$ cat src/rtl/uart_rx_pkg.sv
package uart_rx_pkg;

    localparam int CHAR_W = 8;

    typedef enum logic [2:0] {
        ST_IDLE,
        ST_START,
        ST_DATA,
        ST_PARITY,
        ST_STOP
    } rx_state_t;

    typedef struct packed {
        logic [CHAR_W-1:0] data;
        logic              perr;
        logic              ferr;
    } rx_char_t;

    function automatic int trig_level(input logic [1:0] sel);
        unique case (sel)
            2'b00: return 1;
            2'b01: return 4;
            2'b10: return 8;
            2'b11: return 14;
        endcase
    endfunction

endpackage

$ cat src/rtl/uart_rx_deframer.sv
module uart_rx_deframer
    import uart_rx_pkg::*;
#(
    parameter int OSR = 16
) (
    input  logic       clk,
    input  logic       rst_n,
    input  logic       rxd,
    input  logic       tick,
    input  logic [1:0] wlen_sel,
    input  logic       par_en,
    input  logic [1:0] par_mode,
    output logic       push,
    output rx_char_t   char_o
);

    localparam int CW = $clog2(OSR);
    localparam logic [CW-1:0] BIT_LAST  = CW'(OSR - 1);
    localparam logic [CW-1:0] HALF_LAST = CW'(OSR / 2 - 1);

    rx_state_t          st, st_n;
    logic [1:0]         sync;
    logic               rxd_s;
    logic [CW-1:0]      cnt;
    logic [3:0]         bit_idx;
    logic [CHAR_W-1:0]  shreg;
    logic               par_bit;
    logic [3:0]         nbits;
    logic [CHAR_W-1:0]  data_al;
    logic               ones;
    logic               exp_par;
    logic               bit_end;

    always_ff @(posedge clk) begin
        if (!rst_n) sync <= 2'b11;
        else        sync <= {sync[0], rxd};
    end
    assign rxd_s = sync[1];

    assign nbits   = 4'd5 + {2'b00, wlen_sel};
    assign data_al = shreg >> (4'd8 - nbits);
    assign ones    = ^data_al;
    assign bit_end = tick && (cnt == BIT_LAST);

    always_comb begin
        unique case (par_mode)
            2'b00: exp_par = ~ones;
            2'b01: exp_par = ones;
            2'b10: exp_par = 1'b1;
            2'b11: exp_par = 1'b0;
        endcase
    end

    always_comb begin
        st_n = st;
        unique case (st)
            ST_IDLE:   if (tick && !rxd_s) st_n = ST_START;
            ST_START:  if (tick && cnt == HALF_LAST) st_n = rxd_s ? ST_IDLE : ST_DATA;
            ST_DATA:   if (bit_end && bit_idx == nbits - 4'd1) st_n = par_en ? ST_PARITY : ST_STOP;
            ST_PARITY: if (bit_end) st_n = ST_STOP;
            ST_STOP:   if (bit_end) st_n = ST_IDLE;
            default:   st_n = ST_IDLE;
        endcase
    end

    always_ff @(posedge clk) begin
        if (!rst_n) st <= ST_IDLE;
        else        st <= st_n;
    end

    always_ff @(posedge clk) begin
        if (!rst_n) begin
            cnt     <= '0;
            bit_idx <= '0;
            shreg   <= '0;
            par_bit <= 1'b0;
        end else if (tick) begin
            unique case (st)
                ST_IDLE: begin
                    cnt     <= '0;
                    bit_idx <= '0;
                end
                ST_START: cnt <= (cnt == HALF_LAST) ? '0 : cnt + 1'b1;
                ST_DATA: begin
                    if (cnt == BIT_LAST) begin
                        cnt     <= '0;
                        shreg   <= {rxd_s, shreg[CHAR_W-1:1]};
                        bit_idx <= bit_idx + 4'd1;
                    end else begin
                        cnt <= cnt + 1'b1;
                    end
                end
                ST_PARITY: begin
                    if (cnt == BIT_LAST) begin
                        cnt     <= '0;
                        par_bit <= rxd_s;
                    end else begin
                        cnt <= cnt + 1'b1;
                    end
                end
                ST_STOP: cnt <= (cnt == BIT_LAST) ? '0 : cnt + 1'b1;
                default: cnt <= '0;
            endcase
        end
    end

    always_ff @(posedge clk) begin
        if (!rst_n) begin
            push   <= 1'b0;
            char_o <= '0;
        end else begin
            push <= 1'b0;
            if (st == ST_STOP && bit_end) begin
                push        <= 1'b1;
                char_o.data <= data_al;
                char_o.perr <= par_en && (par_bit != exp_par);
                char_o.ferr <= !rxd_s;
            end
        end
    end


    push_stop_chk: assert property (@(posedge clk) disable iff (!rst_n)
        push |-> ($past(st) == ST_STOP && st == ST_IDLE));

endmodule

$ cat src/rtl/uart_rx_fifo.sv
module uart_rx_fifo
    import uart_rx_pkg::*;
#(
    parameter int DEPTH = 16
) (
    input  logic                       clk,
    input  logic                       rst_n,
    input  logic                       push,
    input  rx_char_t                   din,
    input  logic                       pop,
    output rx_char_t                   dout,
    output logic [$clog2(DEPTH):0]     level,
    output logic                       overrun
);

    localparam int AW = $clog2(DEPTH);
    localparam int LW = AW + 1;

    rx_char_t        mem [DEPTH];
    logic [AW-1:0]   wptr, rptr;
    logic            full, empty, do_push, do_pop;

    assign full    = (level == LW'(DEPTH));
    assign empty   = (level == '0);
    assign do_push = push && !full;
    assign do_pop  = pop && !empty;
    assign dout    = mem[rptr];

    always_ff @(posedge clk) begin
        if (do_push) mem[wptr] <= din;
    end

    always_ff @(posedge clk) begin
        if (!rst_n) begin
            wptr    <= '0;
            rptr    <= '0;
            level   <= '0;
            overrun <= 1'b0;
        end else begin
            if (do_push) wptr <= wptr + 1'b1;
            if (do_pop)  rptr <= rptr + 1'b1;
            if (do_push && !do_pop)      level <= level + 1'b1;
            else if (do_pop && !do_push) level <= level - 1'b1;
            if (push && full) overrun <= 1'b1;
        end
    end


    level_bound_chk: assert property (@(posedge clk) disable iff (!rst_n)
        level <= LW'(DEPTH));


    level_step_chk: assert property (@(posedge clk) disable iff (!rst_n)
        (level == $past(level)) || (level == $past(level) + LW'(1)) ||
        (level == $past(level) - LW'(1)));


    overrun_sticky_chk: assert property (@(posedge clk) disable iff (!rst_n)
        overrun |=> overrun);

endmodule

$ cat src/rtl/uart_rx_dmareq.sv
module uart_rx_dmareq
    import uart_rx_pkg::*;
#(
    parameter int DEPTH     = 16,
    parameter int OSR       = 16,
    parameter int CHAR_BITS = 10,
    parameter int TMO_CHARS = 4
) (
    input  logic                   clk,
    input  logic                   rst_n,
    input  logic                   tick,
    input  logic [$clog2(DEPTH):0] level,
    input  logic [1:0]             trig_sel,
    input  logic                   rx_evt,
    input  logic                   rd_evt,
    input  logic                   ack,
    output logic                   req
);

    localparam int LW    = $clog2(DEPTH) + 1;
    localparam int LIMIT = TMO_CHARS * CHAR_BITS * OSR;
    localparam int TW    = $clog2(LIMIT + 1);

    logic [LW-1:0] trig;
    logic          thr, thr_q, fire, quiet_rst, set_req;
    logic [TW-1:0] tcnt;

    assign trig      = LW'(trig_level(trig_sel));
    assign thr       = (level >= trig);
    assign quiet_rst = rx_evt || rd_evt || (level == '0);
    assign fire      = tick && !quiet_rst && (tcnt == TW'(LIMIT - 1));
    assign set_req   = (thr && !thr_q) || fire;

    always_ff @(posedge clk) begin
        if (!rst_n) begin
            tcnt  <= '0;
            thr_q <= 1'b0;
            req   <= 1'b0;
        end else begin
            thr_q <= thr;
            if (quiet_rst)                         tcnt <= '0;
            else if (tick && tcnt != TW'(LIMIT))   tcnt <= tcnt + 1'b1;
            if (set_req)  req <= 1'b1;
            else if (ack) req <= 1'b0;
        end
    end


    req_hold_chk: assert property (@(posedge clk) disable iff (!rst_n)
        (req && !ack) |=> req);


    tmo_window_chk: assert property (@(posedge clk) disable iff (!rst_n)
        fire |-> (level != '0));

endmodule

$ cat src/rtl/uart_rx_dma.sv
module uart_rx_dma
    import uart_rx_pkg::*;
#(
    parameter int OSR       = 16,
    parameter int DEPTH     = 16,
    parameter int CHAR_BITS = 10,
    parameter int TMO_CHARS = 4
) (
    input  logic                    clk,
    input  logic                    rst_n,
    input  logic                    rxd,
    input  logic                    tick,
    input  logic [1:0]              wlen_sel,
    input  logic                    par_en,
    input  logic [1:0]              par_mode,
    input  logic [1:0]              trig_sel,
    input  logic                    rd_en,
    input  logic                    dma_ack,
    output logic [CHAR_W-1:0]       rd_data,
    output logic                    rd_perr,
    output logic                    rd_ferr,
    output logic [$clog2(DEPTH):0]  level,
    output logic                    overrun,
    output logic                    dma_req
);

    rx_char_t rx_char, head;
    logic     rx_push, rd_evt;

    assign rd_evt  = rd_en && (level != '0);
    assign rd_data = head.data;
    assign rd_perr = head.perr;
    assign rd_ferr = head.ferr;

    uart_rx_deframer #(.OSR(OSR)) u_deframer (
        .clk      (clk),
        .rst_n    (rst_n),
        .rxd      (rxd),
        .tick     (tick),
        .wlen_sel (wlen_sel),
        .par_en   (par_en),
        .par_mode (par_mode),
        .push     (rx_push),
        .char_o   (rx_char)
    );

    uart_rx_fifo #(.DEPTH(DEPTH)) u_fifo (
        .clk     (clk),
        .rst_n   (rst_n),
        .push    (rx_push),
        .din     (rx_char),
        .pop     (rd_en),
        .dout    (head),
        .level   (level),
        .overrun (overrun)
    );

    uart_rx_dmareq #(
        .DEPTH     (DEPTH),
        .OSR       (OSR),
        .CHAR_BITS (CHAR_BITS),
        .TMO_CHARS (TMO_CHARS)
    ) u_dmareq (
        .clk      (clk),
        .rst_n    (rst_n),
        .tick     (tick),
        .level    (level),
        .trig_sel (trig_sel),
        .rx_evt   (rx_push),
        .rd_evt   (rd_evt),
        .ack      (dma_ack),
        .req      (dma_req)
    );

endmodule

$ cat config.mk
export PLATFORM = sky130hd
export DESIGN_NAME = uart_rx_dma
export DESIGN_NICKNAME = d
export VERILOG_FILES = /design/src/rtl/uart_rx_pkg.sv /design/src/rtl/uart_rx_deframer.sv /design/src/rtl/uart_rx_fifo.sv /design/src/rtl/uart_rx_dmareq.sv /design/src/rtl/uart_rx_dma.sv
export SDC_FILE = /design/constraint.sdc
export NUM_CORES = 1
export LEC_CHECK = 0
export CAP_MARGIN = 40
export CORE_UTILIZATION = 40
export CTS_BUF_LIST = sky130_fd_sc_hd__clkbuf_16
export DETAILED_ROUTE_END_ITERATION = 16
export GPL_TIMING_DRIVEN = 0
export PLACE_DENSITY_LB_ADDON = 0.3
export SYNTH_ARGS = -nofsm -noshare
export SYNTH_HDL_FRONTEND = slang
export SYNTH_SLANG_ARGS = --single-unit
$ cat constraint.sdc
create_clock -name clk -period 3.3 [get_ports clk]
set_clock_uncertainty 0.05 [all_clocks]
set_input_delay 0.99 -clock clk [delete_from_list [all_inputs] [get_ports clk]]
set_output_delay 0.99 -clock clk [all_outputs]
set_load 0.02 [all_outputs]
==> results of run 1 <==
## placed cells by master, fill, tap and decap left out, drive strengths merged, types with 14 or more instances in the layout
cell type / synthesis / routed
o21ai: 14 / 14
nor2: 38 / 38
clkbuf: 21 / 43
inv: 15 / 24
xor2: 17 / 17
buf: 8 / 41
and2: 16 / 16
ha: 19 / 19
mux4: 55 / 55
nand3: 14 / 14
nand2: 53 / 53
edfxtp: 160 / 160
dfxtp: 63 / 63
a21boi: 21 / 21
clkdlybuf4s50: 0 / 19
xnor2: 15 / 15
## synth_stat cells, types with 2 or more instances
| cell type | n | area share |
|---|---|---|
| sky130_fd_sc_hd__clkbuf_1 | 21 | 0.0084 |
| sky130_fd_sc_hd__a21oi_1 | 7 | 0.0037 |
| sky130_fd_sc_hd__a31oi_1 | 2 | 0.0013 |
| sky130_fd_sc_hd__nor3b_1 | 3 | 0.0024 |
| sky130_fd_sc_hd__nor4_1 | 4 | 0.0027 |
| sky130_fd_sc_hd__buf_6 | 2 | 0.0024 |
| sky130_fd_sc_hd__o21ai_0 | 13 | 0.0069 |
| sky130_fd_sc_hd__inv_1 | 15 | 0.0060 |
| sky130_fd_sc_hd__or3_1 | 2 | 0.0013 |
| sky130_fd_sc_hd__nand2_1 | 53 | 0.021 |
| sky130_fd_sc_hd__nor3_1 | 7 | 0.0037 |
| sky130_fd_sc_hd__nand2b_1 | 8 | 0.0053 |
| sky130_fd_sc_hd__ha_1 | 19 | 0.025 |
| sky130_fd_sc_hd__edfxtp_1 | 160 | 0.51 |
| sky130_fd_sc_hd__nand4_1 | 9 | 0.0060 |
| sky130_fd_sc_hd__xor2_1 | 17 | 0.016 |
| sky130_fd_sc_hd__nor2b_1 | 11 | 0.0073 |
| sky130_fd_sc_hd__a2bb2oi_1 | 2 | 0.0019 |
| sky130_fd_sc_hd__and3_1 | 4 | 0.0027 |
| sky130_fd_sc_hd__nor2_1 | 38 | 0.015 |
| sky130_fd_sc_hd__mux2i_1 | 4 | 0.0043 |
| sky130_fd_sc_hd__dfxtp_1 | 63 | 0.13 |
| sky130_fd_sc_hd__xnor2_1 | 14 | 0.013 |
| sky130_fd_sc_hd__o21a_1 | 2 | 0.0016 |
| sky130_fd_sc_hd__xnor3_1 | 2 | 0.0048 |
| sky130_fd_sc_hd__and4_1 | 2 | 0.0019 |
| sky130_fd_sc_hd__mux4_2 | 54 | 0.13 |
| sky130_fd_sc_hd__buf_2 | 4 | 0.0021 |
| sky130_fd_sc_hd__and2_1 | 16 | 0.011 |
| sky130_fd_sc_hd__a21boi_0 | 20 | 0.016 |
| sky130_fd_sc_hd__nand3_1 | 14 | 0.0075 |
## registers in the layout, indices dropped and copies added (netlist names), named ones only
register	count
u_deframer.bit_idx	4
u_deframer.char_o	10
u_deframer.cnt	4
u_deframer.par_bit	1
u_deframer.push	1
u_deframer.shreg	8
u_deframer.st	3
u_deframer.sync	2
u_dmareq.req	1
u_dmareq.tcnt	10
u_dmareq.thr_q	1
u_fifo.level	5
u_fifo.mem	160
u_fifo.overrun	1
u_fifo.rptr	4
u_fifo.wptr	4
## metrics by stage
step,worst slack (ns),power [mW],utilization,hold slack (ns)
after floorplan,0.2778,3.922,-,0.3363
after global placement,-0.4269,4.208,0.4411,0.3498
after detailed placement,-0.5153,4.235,0.4472,0.3460
after CTS,-0.1505,7.039,0.4883,0.3608
after global routing,-0.1748,7.334,0.4910,0.4040
final,-0.1341,7.044,0.4910,0.3581
## worst register-to-register path, cell delays in order, from the launching register on
cell,delay (ns)
sky130_fd_sc_hd__dfxtp_1,0.37
sky130_fd_sc_hd__or4_1,0.56
sky130_fd_sc_hd__nor2_2,0.13
sky130_fd_sc_hd__nor2b_2,0.08
sky130_fd_sc_hd__inv_1,0.15
sky130_fd_sc_hd__ha_4,0.18
sky130_fd_sc_hd__inv_1,0.08
sky130_fd_sc_hd__ha_1,0.31
sky130_fd_sc_hd__nor2b_1,0.14
sky130_fd_sc_hd__o21a_1,0.18
sky130_fd_sc_hd__or3_1,0.32
sky130_fd_sc_hd__a21oi_1,0.18
sky130_fd_sc_hd__xor2_1,0.16
sky130_fd_sc_hd__and2_1,0.13
## where the power goes
part	leakage, nW	total (mW)	internal, mW	switching [mW]
registers	1.73	3.13	3.03	0.0932
clock network	0.396	2.55	1.51	1.04
logic	1.34	1.37	0.760	0.610
total	3.46	7.04	5.30	1.75
## worst max path at each step
| stage | from | end | cells after the start |
|---|---|---|---|
| finish | flip-flop | rd_data[6] | 5 |
| global route | flip-flop | rd_data[2] | 5 |
| CTS | flip-flop | rd_data[3] | 5 |
| detailed placement | rd_en | u_fifo.level[4] | 12 |
| global placement | rd_en | u_fifo.level[4] | 12 |
| floorplan | rd_en | u_fifo.level[4] | 11 |
## logic make-up (layout without fill, tap and decap cells)
kind of cell | after synthesis | after routing | synth area share
multiplexers | 60 | 60 | 0.1377
buffers and inverters | 44 | 137 | 0.02011
AND/OR/NAND/NOR | 177 | 177 | 0.09269
XOR/XNOR | 34 | 34 | 0.03662
AO/OA/AOI/OAI | 56 | 56 | 0.03982
flip-flops | 223 | 223 | 0.6456
adder cells (fa/ha/maj) | 20 | 20 | 0.02743
## area by class of cell
type / instances / area share
clock buffer: 23 / 0.05131
multi-input combinational: 347 / 0.2837
inverter: 15 / 0.005020
clock inverter: 19 / 0.01517
sequential: 223 / 0.5412
timing repair buffer: 53 / 0.05086
tap: 313 / 0.03491
buffer: 27 / 0.01785
## per-layer routing
layer | GRT usage | wire length [µm]
met1 | 0.2231 | 8456
met2 | 0.2943 | 10010
met3 | 0.02730 | 950
met4 | 0.03735 | 354
met5 | 0 | 0
## what timing repair did
item                       in CTS  in global routing
hold endpoints to repair        0                  0
setup endpoints to repair      10                 11
pin swaps                       0                  0
resized for setup              85                  9
setup buffers                   3                  1
gates cloned                    3                  1
==> results.md, run 1 <==
- Worst path slowest cell: sky130_fd_sc_hd__mux4_2
- Area taken by flip-flops and latches: 6071 µm²
- Worst VDD drop: 0.3505 mV
- Count of fill cells added during filler insertion: 1,942
- Total routing resource utilization after global routing: 0.1691
- Width of the die: 155.3 µm
- Worst skew pair latency: 0.51 ns
- Flip-flop cell with the highest count after synthesis: sky130_fd_sc_hd__edfxtp_1
- Area of the multi-input gates: 3182 µm²
- Endpoint of the worst-slack reg-to-reg timing path: u_fifo.level[4]
- Gate count after technology mapping: 614
- Count of standard-cell rows: 55
- Share of layout cells above drive strength 1: 0.2008
- Distinct cells, synth: 53
- Via count of the first global-routing pass: 5,413
- Total number of vias: 5,335
- Classification of the worst-slack hold path: reg2reg
- Register-to-register setup slack: 0.21 ns
- Port buffer count: 29
- Buffer cell driving the clock tree root: sky130_fd_sc_hd__clkbuf_16
- Post-DP Area: 10,220 µm²
- Final non-filler cell area: 11,220 µm²
- Final setup slack of the worst path: -0.1341 ns
- Post-synth ARST share: 0
- Count of pins over their slew limit: 0
- Tightest slew margin relative to the limit: 0.4998
- Remaining Overflow, GRT: 0
- Sum of negative setup slack: -1.085 ns
- Iteration-0 DRC count of the detailed router: 317
- Number of cells traversed by the worst hold path: 1
- Worst Reg-to-Reg Cells: 13
- Status: complete, but fails checks
- Antenna violations before repair: 0
- Shortest clock period the worst path allows after layout: 3.434 ns
- Post-synth EDFFs: 160
- Launching element type of the critical path: flip-flop
- Largest buffer count on any clock path: 3
- # hold bufs at CTS: 0
- Critical path arrival: 2.39 ns
- Total length of routed wires: 19,770 µm
- Clock transition at the registers of the reported paths: 0.06 ns
- Synth Warn #: 0
- Number of cells after detailed placement: 972
- Net Count, Synth: 647
- Post-route clock period utilization: 1.041
- Transition time of the tightest slew-check pin: 0.7492 ns
- Maximum fanout encountered on the critical timing path: 5
- Worst path cell trace: buf_4 > buf_12 > mux4_2 > mux4_2 > buf_6
- Iteration count of the initial detailed-routing pass: 4
- H-tree Lvls: 1
- Required time worst endpoint: 2.26 ns
- Average vias per placed instance: 5.230
- Drt drc: 0
- Number of nets still failing antenna checks after routing: 0
- Start of the worst register-to-register path: u_fifo.level[0]
- Violations in the final reports: setup timing
- Summed instance area of the synthesized netlist: 9395 µm²
- Placeable core area: 22,850 µm²
- Standby leakage power: 3.460 nW
- Final cell count without fillers: 1,020
- Estimated wirelength of the detail-placed design: 13,440 µm
- Largest net degree at the start of global routing: 18
- Per-cell routed wire length: 19.38 µm
- Buffers and inverters on the worst path: 3
- Crit path kind: reg2out
- Num CTS Buffers: 23
- Most used cell along the critical path: sky130_fd_sc_hd__mux4_2
- Initial Util: 0.4112
- Setup violators final: 10
- Share of the yosys chip area belonging to registers: 0.6456
- Maximum frequency from static timing analysis: 0.2912 GHz
- Cell type group with the largest total delay on the critical path: multiplexers
- Delay of the slowest critical-path stage: 0.56 ns
- Launch point of the worst hold path: u_deframer.sync[0]
- Mean instance size in the synthesized netlist: 15.30 µm²
- Diode insertion count for antenna repair: 0
- Vertical extent of the die: 155.3 µm
- Global-route wire length before repair: 30,750 µm
- Endpoint, Worst Hold: u_deframer.sync[1]
- Unrepaired setup endpoints after global routing: yes
- GPL Wtd Cong: 0.8460
- Boundary pin count: 30
- Synthesis-to-finish area growth: 19.39%
- Synthesized flop and latch total: 223
- Final Hold Vio Count: 0
- Total Die Area: 24,110 µm²
- Fin nets: 723
- Endpoint class of the critical path: output pin
- Sinks on the clock net: 223
- CTS tree: built
- Max-cap viol count: 0
- Power Density: 628.0 nW/µm²
(Power assumes the default switching activity.)
==> run 2: changes to the inputs <==
- CAP_MARGIN: 40 -> unset
- clock period: 3.3 -> 3.2 ns (I/O delays scaled with it)
==> run 2 against run 1 <==
  * Critical path type unchanged
  * Largest cell class unchanged
  * Highest routed layer unchanged
  * Setup slack got worse by 0.064 ns
  * First-iteration DRC count decreased by 0.32%
  * Count of clock-buffer cells in the layout increased by 1
  * Clock power increased by 2%
  * The run still ends with setup timing left
  * Critical path depth unchanged
  * Combinational power about the same
  * Wire length decreased by 1.0%
==> results.md, run 2 (synthesized netlist as in run 1, its figures left out) <==
- Status: complete, but fails checks
- Violations in the final reports: setup timing
- Start of the worst register-to-register path: u_fifo.level[0]
- Antenna violations before repair: 0 (unchanged)
- Internal power contribution: 5.417 mW (+2.2%)
- Clock transition at the registers of the reported paths: 0.05 ns (about the same)
- Boundary pin count: 30 (unchanged)
- Proportion of total power due to net switching: 0.2497 (+0.001864)
- Total Die Area: 24,110 µm² (unchanged)
- Combinational Power Share: 0.193 (about the same)
- Largest buffer count on any clock path: 3 (unchanged)
- Maximum frequency from static timing analysis: 0.2943 GHz
- Total length of routed wires: 19,570 µm (-1.0%)
- Power Density: 651.0 nW/µm² (+3.7%)
- Num CTS Buffers: 24 (+4.3%)
- Total number of vias: 5,217 (-2.2%)
- Iteration count of the initial detailed-routing pass: 4 (unchanged)
- Placeable core area: 22,850 µm² (unchanged)
- Post-route clock period utilization: 1.062
- Crit path kind: reg2out
- Maximum fanout encountered on the critical timing path: 6 (+1)
- Number of cells traversed by the worst hold path: 1 (unchanged)
- Post-DP Area: 10,100 µm² (-1.2%)
- Launch point of the worst hold path: u_deframer.sync[0]
- Initial Util: 0.4112 (unchanged)
- Count of fill cells added during filler insertion: 1,956 (+0.72%)
- Count of standard-cell rows: 55 (unchanged)
- # hold bufs at CTS: 0 (unchanged)
- Shortest clock period the worst path allows after layout: 3.398 ns
- Launching element type of the critical path: flip-flop
- Classification of the worst-slack hold path: reg2reg
- Setup WS pre-CTS: -0.5798 ns (-0.06441 ns)
- Standby leakage power: 3.362 nW (-2.8%)
- Total routing resource utilization after global routing: 0.1666 (-0.002596)
- Final cell count without fillers: 1,004 (-1.6%)
- Width of the die: 155.3 µm (unchanged)
- Largest reg by FF count: u_fifo.mem
- Flip-flop count of the largest register after layout: 160 (unchanged)
- Worst Reg-to-Reg Cells: 13 (unchanged)
- Setup violators final: 10 (unchanged)
- CTS tree: built
- Final non-filler cell area: 11,090 µm² (-1.1%)
- Largest net degree at the start of global routing: 18 (unchanged)
- Buffer cell driving the clock tree root: sky130_fd_sc_hd__clkbuf_16
- Transition time of the tightest slew-check pin: 1.023 ns (+0.2740 ns)
- Via count of the first global-routing pass: 5,297 (-2.1%)
- Proportion of power drawn by the clock network: 0.361 (about the same)
- Vertical extent of the die: 155.3 µm (unchanged)
- Final setup slack of the worst path: -0.1984 ns (-0.06437 ns)
- Sinks on the clock net: 223 (unchanged)
- Final Hold Vio Count: 0 (unchanged)
- GPL Wtd Cong: 0.8460 (unchanged)
- Largest regs: u_fifo.mem: 160 flops, u_deframer.char_o: 10 flops, u_dmareq.tcnt: 10 flops
- Port buffer count: 29 (unchanged)
- Fin nets: 707 (-2.2%)
- Number of cells after detailed placement: 956 (-1.6%)
- Share of layout cells above drive strength 1: 0.1867 (-0.01416)
- Per-cell routed wire length: 19.49 µm (+0.58%)
- Most common cell after layout, fill and taps aside: sky130_fd_sc_hd__edfxtp_1
- Average vias per placed instance: 5.196 (-0.65%)
- Iteration-0 DRC count of the detailed router: 316 (-0.32%)
- Register-to-register setup slack: 0.20 ns (about the same)
- Max-cap viol count: 0 (unchanged)
- Endpoint, Worst Hold: u_deframer.sync[1]
- Sequential Power Share: 0.446 (+0.002)
- Worst skew pair latency: 0.50 ns (about the same)
- Required time worst endpoint: 2.19 ns (-0.07 ns)
- Net switching power: 1.803 mW (+3.3%)
- Top library cells by usage in the layout, fill and taps aside: sky130_fd_sc_hd__edfxtp_1 (160), sky130_fd_sc_hd__dfxtp_1 (61), sky130_fd_sc_hd__mux4_2 (54)
- Number of nets still failing antenna checks after routing: 0 (unchanged)
- Endpoint of the worst-slack reg-to-reg timing path: u_fifo.level[4]
- Remaining Overflow, GRT: 0 (unchanged)
- Tightest slew margin relative to the limit: 0.3153 (-0.1845)
- Unrepaired setup endpoints after global routing: yes
- Worst VDD drop: 0.3683 mV (+5.1%)
- Count of pins over their slew limit: 0 (unchanged)
- Synthesis-to-finish area growth: 18.04%
- Critical path arrival: 2.39 ns (about the same)
- H-tree Lvls: 1 (unchanged)
- Estimated wirelength of the detail-placed design: 12,880 µm (-4.2%)
- Global-route wire length before repair: 30,180 µm (-1.8%)
- Endpoint class of the critical path: output pin
- Diode insertion count for antenna repair: 0 (unchanged)
- Drt drc: 0 (unchanged)
run 2: cell count changes in the layout (fill, tap and decap cells not counted), sizes merged:
| cell | change |
|---|---|
| buf | -18 |
| clkinv | +3 |
| inv | -3 |
| clkbuf | +2 |
| bufinv | -1 |
| clkinvlp | +1 |
run 2: metrics by stage:
stage	TNS [ns]	total power [mW]	utilization	hold WS [ns]
after floorplan	0	4.045	-	0.3363
after global placement	-4.516	4.340	0.4411	0.3498
after detailed placement	-5.027	4.366	0.4420	0.3456
after CTS	-1.927	7.180	0.4806	0.3587
after global routing	-2.306	7.518	0.4854	0.4027
final	-1.764	7.220	0.4854	0.3575
run 2: worst max path at each step:
stage                            endpoint  startpoint  slack, ns  cells after the start
after detailed placement  u_fifo.level[4]       rd_en      -0.58                     12
after global placement    u_fifo.level[4]       rd_en      -0.50                     12
after floorplan           u_fifo.level[4]       rd_en       0.21                     11
after global routing           rd_data[3]   flip-flop      -0.26                      5
after CTS                         rd_perr   flip-flop      -0.22                      5
final                          rd_data[2]   flip-flop      -0.20                      5
run 2: cell type report:
cell class | instances | area (µm²) | share of cell area
timing repair buffer | 36 | 442.9 | 0.03994
clock buffer | 24 | 600.6 | 0.05415
multi-input combinational | 347 | 3182 | 0.2869
sequential | 223 | 6071 | 0.5474
tap | 313 | 391.6 | 0.03531
inverter | 15 | 56.30 | 0.005077
buffer | 27 | 200.2 | 0.01805
clock inverter | 19 | 146.4 | 0.01320
run 2: critical path: stages, from the launching register on:
cell and delay [ns]:
sky130_fd_sc_hd__dfxtp_4 0.38, sky130_fd_sc_hd__buf_12 0.16, sky130_fd_sc_hd__buf_12 0.13, sky130_fd_sc_hd__mux4_2 0.54, sky130_fd_sc_hd__mux4_2 0.51, sky130_fd_sc_hd__buf_6 0.15
run 2: per-layer routing:
layer  GRT usage  part of all wire
met4     0.04015             0.021
met3     0.02925             0.050
met5           0                 0
met2      0.2883              0.50
met1      0.2181              0.43
run 2: power groups by stage:
stage          clock (mW)  sequential [mW]  combinational (mW)
6_report             2.60             3.22                1.39
5_1_grt              2.76             3.23                1.52
4_1_cts              2.65             3.22                1.31
3_5_place_dp            0             3.26                1.10
3_3_place_gp            0             3.26                1.08
2_1_floorplan           0             3.28               0.762
run 2: timing repair:
action / in CTS / in global routing
cloned: 2 / 2
resized for setup: 77 / 18
endpoints found under the hold margin: 0 / 0
setup buffers: 2 / 1
pin swaps: 0 / 0
setup endpoints to repair: 11 / 11
